$ cat src/rtl/selftest_pkg.sv
// Shared types for the test image sequencer: image identifiers and
// pixel codes. Code bit order is {red MSB, red LSB, green MSB, green LSB}.
package selftest_pkg;

    typedef enum logic [1:0] {
        PAT_LINES  = 2'd0,
        PAT_RED    = 2'd1,
        PAT_GREEN  = 2'd2,
        PAT_YELLOW = 2'd3
    } pat_e;

    localparam pat_e PAT_FIRST = PAT_LINES;
    localparam pat_e PAT_LAST  = PAT_YELLOW;

    localparam logic [3:0] CODE_BLACK  = 4'b0000;
    localparam logic [3:0] CODE_RED    = 4'b1100;
    localparam logic [3:0] CODE_GREEN  = 4'b0011;
    localparam logic [3:0] CODE_YELLOW = 4'b1111;

endpackage

$ cat src/rtl/st_dwell_timer.sv
// Counts scan frames while the test request is high and pulses `step`
// on the frame that completes one dwell period.
// Assumes frame_start is a single-cycle pulse. The count clears whenever
// the request is low, so pulses that arrive while idle are discarded.
module st_dwell_timer #(
    parameter int DWELL_FRAMES = 1300,
    localparam int CNT_W = $clog2(DWELL_FRAMES + 1)
) (
    input  logic clk,
    input  logic rst_n,
    input  logic test_req,
    input  logic frame_start,
    output logic step
);

    localparam logic [CNT_W-1:0] LAST_CNT = CNT_W'(DWELL_FRAMES - 1);

    logic [CNT_W-1:0] frame_cnt;

    // Step when the last frame of the dwell period arrives in test mode.
    always_comb step = test_req && frame_start && (frame_cnt == LAST_CNT);

    // Frame counter: cleared when idle, wraps at the end of each dwell.
    always_ff @(posedge clk) begin
        if (!rst_n || !test_req) begin
            frame_cnt <= '0;
        end else if (frame_start) begin
            frame_cnt <= step ? '0 : frame_cnt + 1'b1;
        end
    end

    assert_count_bound_R4: assert property (@(posedge clk) disable iff (!rst_n)
        frame_cnt <= LAST_CNT);

    assert_idle_clear_R1: assert property (@(posedge clk) disable iff (!rst_n)
        !test_req |=> frame_cnt == '0);

endmodule

$ cat src/rtl/st_pattern_fsm.sv
// Holds the current test image and the pass count. On each dwell step the
// image advances through the fixed list. At the end of the last pass the
// machine locks on the final (yellow) image. Dropping the request clears
// every piece of state, so a new request begins at the first image.
module st_pattern_fsm
    import selftest_pkg::*;
#(
    parameter int PASSES = 3,
    localparam int PASS_W = (PASSES > 1) ? $clog2(PASSES) : 1
) (
    input  logic clk,
    input  logic rst_n,
    input  logic test_req,
    input  logic frame_start,
    input  logic step,
    output pat_e pat_idx
);

    localparam logic [PASS_W-1:0] LAST_PASS = PASS_W'(PASSES - 1);

    logic [PASS_W-1:0] pass_cnt;
    logic              locked;

    // Image, pass and lock state update.
    always_ff @(posedge clk) begin
        if (!rst_n || !test_req) begin
            pat_idx  <= PAT_FIRST;
            pass_cnt <= '0;
            locked   <= 1'b0;
        end else if (step && !locked) begin
            if (pat_idx == PAT_LAST) begin
                if (pass_cnt == LAST_PASS) begin
                    locked <= 1'b1;
                end else begin
                    pass_cnt <= pass_cnt + 1'b1;
                    pat_idx  <= PAT_FIRST;
                end
            end else begin
                pat_idx <= pat_e'(pat_idx + 2'd1);
            end
        end
    end

    assert_no_step_without_frame_R4: assert property (@(posedge clk) disable iff (!rst_n)
        (test_req && !frame_start) |=> $stable(pat_idx));

    assert_lock_holds_yellow_R5: assert property (@(posedge clk) disable iff (!rst_n)
        (locked && test_req) |=> (locked && pat_idx == PAT_LAST));

    assert_restart_clean_R6: assert property (@(posedge clk) disable iff (!rst_n)
        !test_req |=> (pat_idx == PAT_FIRST && pass_cnt == '0 && !locked));

endmodule

$ cat src/rtl/st_pixel_render.sv
// Produces the registered pixel code for the current image at the scanned
// row and column. Outputs black while the test request is low.
// Assumes row < ROWS and col < COLS.
module st_pixel_render
    import selftest_pkg::*;
#(
    parameter int ROWS        = 240,
    parameter int COLS        = 320,
    parameter int DIAG_PERIOD = 8,
    localparam int ROW_W = $clog2(ROWS),
    localparam int COL_W = $clog2(COLS),
    localparam int SUM_W = ((ROW_W > COL_W) ? ROW_W : COL_W) + 1
) (
    input  logic             clk,
    input  logic             rst_n,
    input  logic             test_req,
    input  pat_e             pat_idx,
    input  logic [ROW_W-1:0] row,
    input  logic [COL_W-1:0] col,
    output logic [3:0]       pix_code
);

    logic [SUM_W-1:0] diag_sum;
    logic             on_border;
    logic             on_diag;
    logic [3:0]       next_code;

    // Border and diagonal membership of the scanned pixel.
    always_comb begin
        diag_sum  = SUM_W'(row) + SUM_W'(col);
        on_diag   = (diag_sum % SUM_W'(DIAG_PERIOD)) == '0;
        on_border = (row == '0) || (row == ROW_W'(ROWS - 1)) ||
                    (col == '0) || (col == COL_W'(COLS - 1));
    end

    // Code selection for the active image.
    always_comb begin
        unique case (pat_idx)
            PAT_LINES:  next_code = (on_border || on_diag) ? CODE_YELLOW : CODE_BLACK;
            PAT_RED:    next_code = CODE_RED;
            PAT_GREEN:  next_code = CODE_GREEN;
            default:    next_code = CODE_YELLOW;
        endcase
    end

    // Output register.
    always_ff @(posedge clk) begin
        if (!rst_n || !test_req) pix_code <= CODE_BLACK;
        else                     pix_code <= next_code;
    end

    assert_code_legal_R3: assert property (@(posedge clk) disable iff (!rst_n)
        (pix_code == CODE_BLACK || pix_code == CODE_RED ||
         pix_code == CODE_GREEN || pix_code == CODE_YELLOW));

    assert_idle_black_R1: assert property (@(posedge clk) disable iff (!rst_n)
        !test_req |=> pix_code == CODE_BLACK);

    assert_solid_red_R3: assert property (@(posedge clk) disable iff (!rst_n)
        (test_req && pat_idx == PAT_RED) |=> pix_code == CODE_RED);

endmodule

$ cat src/rtl/selftest_seq.sv
// Top of the test image sequencer. The dwell timer counts scan frames, the
// pattern machine picks the image and the pass, and the renderer turns the
// image and the scan position into a registered 4-bit pixel code.
// Assumes frame_start comes from the scan logic running at full rate.
module selftest_seq
    import selftest_pkg::*;
#(
    parameter int ROWS         = 240,
    parameter int COLS         = 320,
    parameter int DIAG_PERIOD  = 8,
    parameter int DWELL_FRAMES = 1300,
    parameter int PASSES       = 3,
    localparam int ROW_W = $clog2(ROWS),
    localparam int COL_W = $clog2(COLS)
) (
    input  logic             clk,
    input  logic             rst_n,
    input  logic             test_req,
    input  logic             frame_start,
    input  logic [ROW_W-1:0] row,
    input  logic [COL_W-1:0] col,
    output logic [3:0]       pix_code
);

    logic step;
    pat_e pat_idx;

    st_dwell_timer #(
        .DWELL_FRAMES(DWELL_FRAMES)
    ) i_timer (
        .clk        (clk),
        .rst_n      (rst_n),
        .test_req   (test_req),
        .frame_start(frame_start),
        .step       (step)
    );

    st_pattern_fsm #(
        .PASSES(PASSES)
    ) i_fsm (
        .clk        (clk),
        .rst_n      (rst_n),
        .test_req   (test_req),
        .frame_start(frame_start),
        .step       (step),
        .pat_idx    (pat_idx)
    );

    st_pixel_render #(
        .ROWS       (ROWS),
        .COLS       (COLS),
        .DIAG_PERIOD(DIAG_PERIOD)
    ) i_render (
        .clk     (clk),
        .rst_n   (rst_n),
        .test_req(test_req),
        .pat_idx (pat_idx),
        .row     (row),
        .col     (col),
        .pix_code(pix_code)
    );

endmodule

$ cat config.mk
export PLATFORM = sky130hd
export DESIGN_NAME = selftest_seq
export DESIGN_NICKNAME = d
export VERILOG_FILES = /design/src/rtl/selftest_pkg.sv /design/src/rtl/st_dwell_timer.sv /design/src/rtl/st_pattern_fsm.sv /design/src/rtl/st_pixel_render.sv /design/src/rtl/selftest_seq.sv
export SDC_FILE = /design/constraint.sdc
export NUM_CORES = 1
export LEC_CHECK = 0
export BUFFER_PORTS_ARGS = -buffer_cell sky130_fd_sc_hd__clkbuf_2
export CELL_PAD_IN_SITES_DETAIL_PLACEMENT = 1
export CELL_PAD_IN_SITES_GLOBAL_PLACEMENT = 1
export CORE_ASPECT_RATIO = 0.6
export CORE_MARGIN = 3
export CORE_UTILIZATION = 34
export CTS_CLUSTER_SIZE = 16
export DETAILED_ROUTE_END_ITERATION = 10
export PLACE_DENSITY_LB_ADDON = 0.1
export SYNTH_ARGS = -nofsm -noshare
export SYNTH_HDL_FRONTEND = slang
export SYNTH_SLANG_ARGS = --single-unit
export TNS_END_PERCENT = 10
$ cat constraint.sdc
create_clock -name clk -period 1.86 [get_ports clk]
set_input_delay 0.186 -clock clk [delete_from_list [all_inputs] [get_ports clk]]
set_output_delay 0.186 -clock clk [all_outputs]
set_load 0.01 [all_outputs]
==> metrics.md <==
| Metric | Value |
|---|---|
| Status | `complete, no violations` |
| Fin crit share | `94.64%` |
| Sequential share of the synthesized area | `36.59%` |
| H-tree lvl count | `1` |
| Post-CTS Resized | `0` |
| Initial antenna violation count | `0` |
| P&R area growth vs syn | `23.63%` |
| Critical path peak fanout | `4` |
| Flop pwr share | `53.6%` |
| Crit path launch type | `register` |
| Leakage power | `0.4872 nW` |
| CP required | `2.04 ns` |
| CTS tree | `done` |
| Slew Limit Fails | `0` |
| Die Area | `0.003599 mm2` |
| Clock sinks | `18` |
| Num rows | `14` |
| Clock skew | `0.002065 ns` |
| Max Cap Violations | `0` |
| Area of the mapped netlist | `984.7 um2` |
| Share of layout cells above drive strength 1 | `28.37%` |
| Core Area | `0.002628 mm2` |
| Number of enable flip-flop cells after synthesis | `0` |
| Delay-heaviest family, CP | `simple AND/OR/NAND/NOR gates` |
| Synth cell types | `34` |
| Design Power | `0.7291 mW` |
| # Post-CTS Setup Buffers | `0` |
| Number of synthesized register bits | `18` |
| Initial Util | `37.48%` |
| Synth Flop Type | `dfxtp_1` |
| Nets | `170` |
| Die Ht | `47.69 um` |
| Hpwl dp | `2231 um` |
| Iteration count of the initial detailed-routing pass | `4` |
| Final GP Congestion | `0.7564` |
| Root Driver | `clkbuf_8` |
| Number of global-route vias before repair | `869` |
| Hold_ws | `0.2389 ns` |
| Ys Warns | `0` |
| Port buffer count | `24` |
| Diodes inserted | `0` |
| Crit path capture type | `register` |
| Mapped Nets | `138` |
| Comb power frac | `9.9%` |
| Min cycle time layout | `1.760 ns` |
| Pint | `0.5658 mW` |
| Sw Share | `22.40%` |
| Finish-stage setup viols | `0` |
| Crit-path cells | `nor4b_2 -> nand4_2 -> or4b_4 -> or2_0 -> a21oi_2` |
| Critical Path AT | `1.94 ns` |
| Actual slew at the worst max-slew pin | `0.3941 ns` |
| Die W | `75.48 um` |
| Drt drc | `0` |
| Slew margin rel. | `73.65%` |
| Max IR drop VDD | `0.2862 mV` |
| CP Class | `register to register` |
| Final Routed Wirelength | `2663 um` |
| CTS clk-pin slew, worst paths | `0.06 ns` |
| Average vias per placed instance | `5.191` |
| Fmax | `568.1 MHz` |
| Most common cell after layout, fill and taps aside | `clkbuf_2` |
| Mean area per synthesized cell | `8.871 um2` |
| # IOs | `25` |
| GRT Overall Usage | `16.41%` |
| Longest Clk Path Bufs | `2` |
| Final hold viol count | `0` |
| P per Cell Area | `598.9 mW/mm2` |
| Number of nets with antenna violations after routing | `0` |
| Commonest cells after routing, fill and taps aside | `24 x clkbuf_2, 17 x dfxtp_1, 16 x nor2_1` |
| Drt initial violations | `55` |
| RSZ-0062 raised after global routing | `no` |
| Clock latency on the worst-skew pair | `0.25 ns` |
| Largest stage delay, worst path | `0.53 ns` |
| Routed len/inst | `15.39 um` |
| Ys async rst share | `0%` |
| First-pass GRT wire length | `4250 um` |
| P_sw | `0.1633 mW` |
| Crit path buf inv count | `0` |
| Setup TNS Final | `0 ns` |
| Hold-fix buffers, CTS | `0` |
| Util after Layout | `46.33%` |
| Placed Cells incl. Taps | `170` |
| Overflow after GRT | `0` |
| Slowest CP cell | `or4b_4` |
| Via Count | `898` |
| Largest net degree at the start of global routing | `10` |
| Clock power frac | `36.5%` |
| Syn Inst Count | `111` |
| Layout Cells excl Fill | `173` |
| Hold Path Class | `input pin to register` |
| CTS Buf Count | `3` |
-- area by class of cell --
cell class / instances / area, um2
fill: 337 / 1410
multi-input combinational: 87 / 598.1
inverter: 3 / 11.26
sequential: 18 / 361.6
tap: 32 / 40.04
clock buffer: 3 / 41.29
timing repair buffer: 30 / 165.2
-- layer usage --
metal	track usage (%)	up-vias	part of all wire [%]
li1	-	458	-
met3	4.612	0	4.3
met2	24.01	14	41
met4	2.091	0	0
met1	24.53	426	55
met5	0	-	0
-- power groups by stage --
stage | logic [mW] | clock network (mW) | registers (mW)
detailed placement | 0.0723 | 0 | 0.399
floorplan | 0.0317 | 0 | 0.399
global placement | 0.0689 | 0 | 0.399
global route | 0.0819 | 0.293 | 0.391
finish | 0.0724 | 0.266 | 0.391
CTS | 0.0732 | 0.279 | 0.390
-- sequential cells by signal (all words and copies together), names as in the netlist --
register           cells
i_fsm.pat_idx          2
i_timer.frame_cnt     11
i_fsm.locked           1
i_fsm.pass_cnt         2
i_render.pix_code      2
-- tightest hold or removal path: cells and delay by family --
kind                   cells  cell delay (ns)
AO/OA/AOI/OAI              1             0.06
AND/OR/NAND/NOR            1             0.08
buffers and inverters      1             0.12
-- worst paths after layout --
check,start,end,slack (ns),depth (start not counted)
setup / recovery,i_timer.frame_cnt[7],i_fsm.pass_cnt[1],0.1,5
hold reg to reg,i_fsm.pass_cnt[1],i_fsm.pass_cnt[1],0.49,2
setup reg to reg,i_timer.frame_cnt[7],i_fsm.pass_cnt[1],0.1,5
hold / removal,frame_start,i_timer.frame_cnt[1],0.24,3
-- kinds of logic after synthesis --
group | synth area share (%)
flip-flops | 36.60
buffers and inverters | 3.176
multiplexers | 1.017
XOR/XNOR | 10.67
AO/OA/AOI/OAI | 6.735
adder cells (fa/ha/maj) | 8.386
AND/OR/NAND/NOR | 33.42
-- metrics by stage --
stage          worst slack, ns  instance area (um2)
6_report               0.09969                 1217
5_1_grt               0.003617                 1217
4_1_cts                0.05135                 1211
3_5_place_dp           0.03130                 1170
3_3_place_gp           0.03985                 1170
2_1_floorplan          0.05714                984.7
-- cells in the mapped netlist (all sizes together) (3+ instances only) --
cell type | n | share of area (%)
nor4 | 3 | 1.9
xnor2 | 4 | 3.6
nand2 | 7 | 2.7
dfxtp | 18 | 37
inv | 3 | 1.1
xor2 | 8 | 7.1
nand4 | 8 | 5.7
nand3 | 6 | 3.0
a21oi | 5 | 2.9
nor2 | 16 | 6.1
ha | 5 | 6.4
Note: power is estimated with default switching activity, not from simulation.
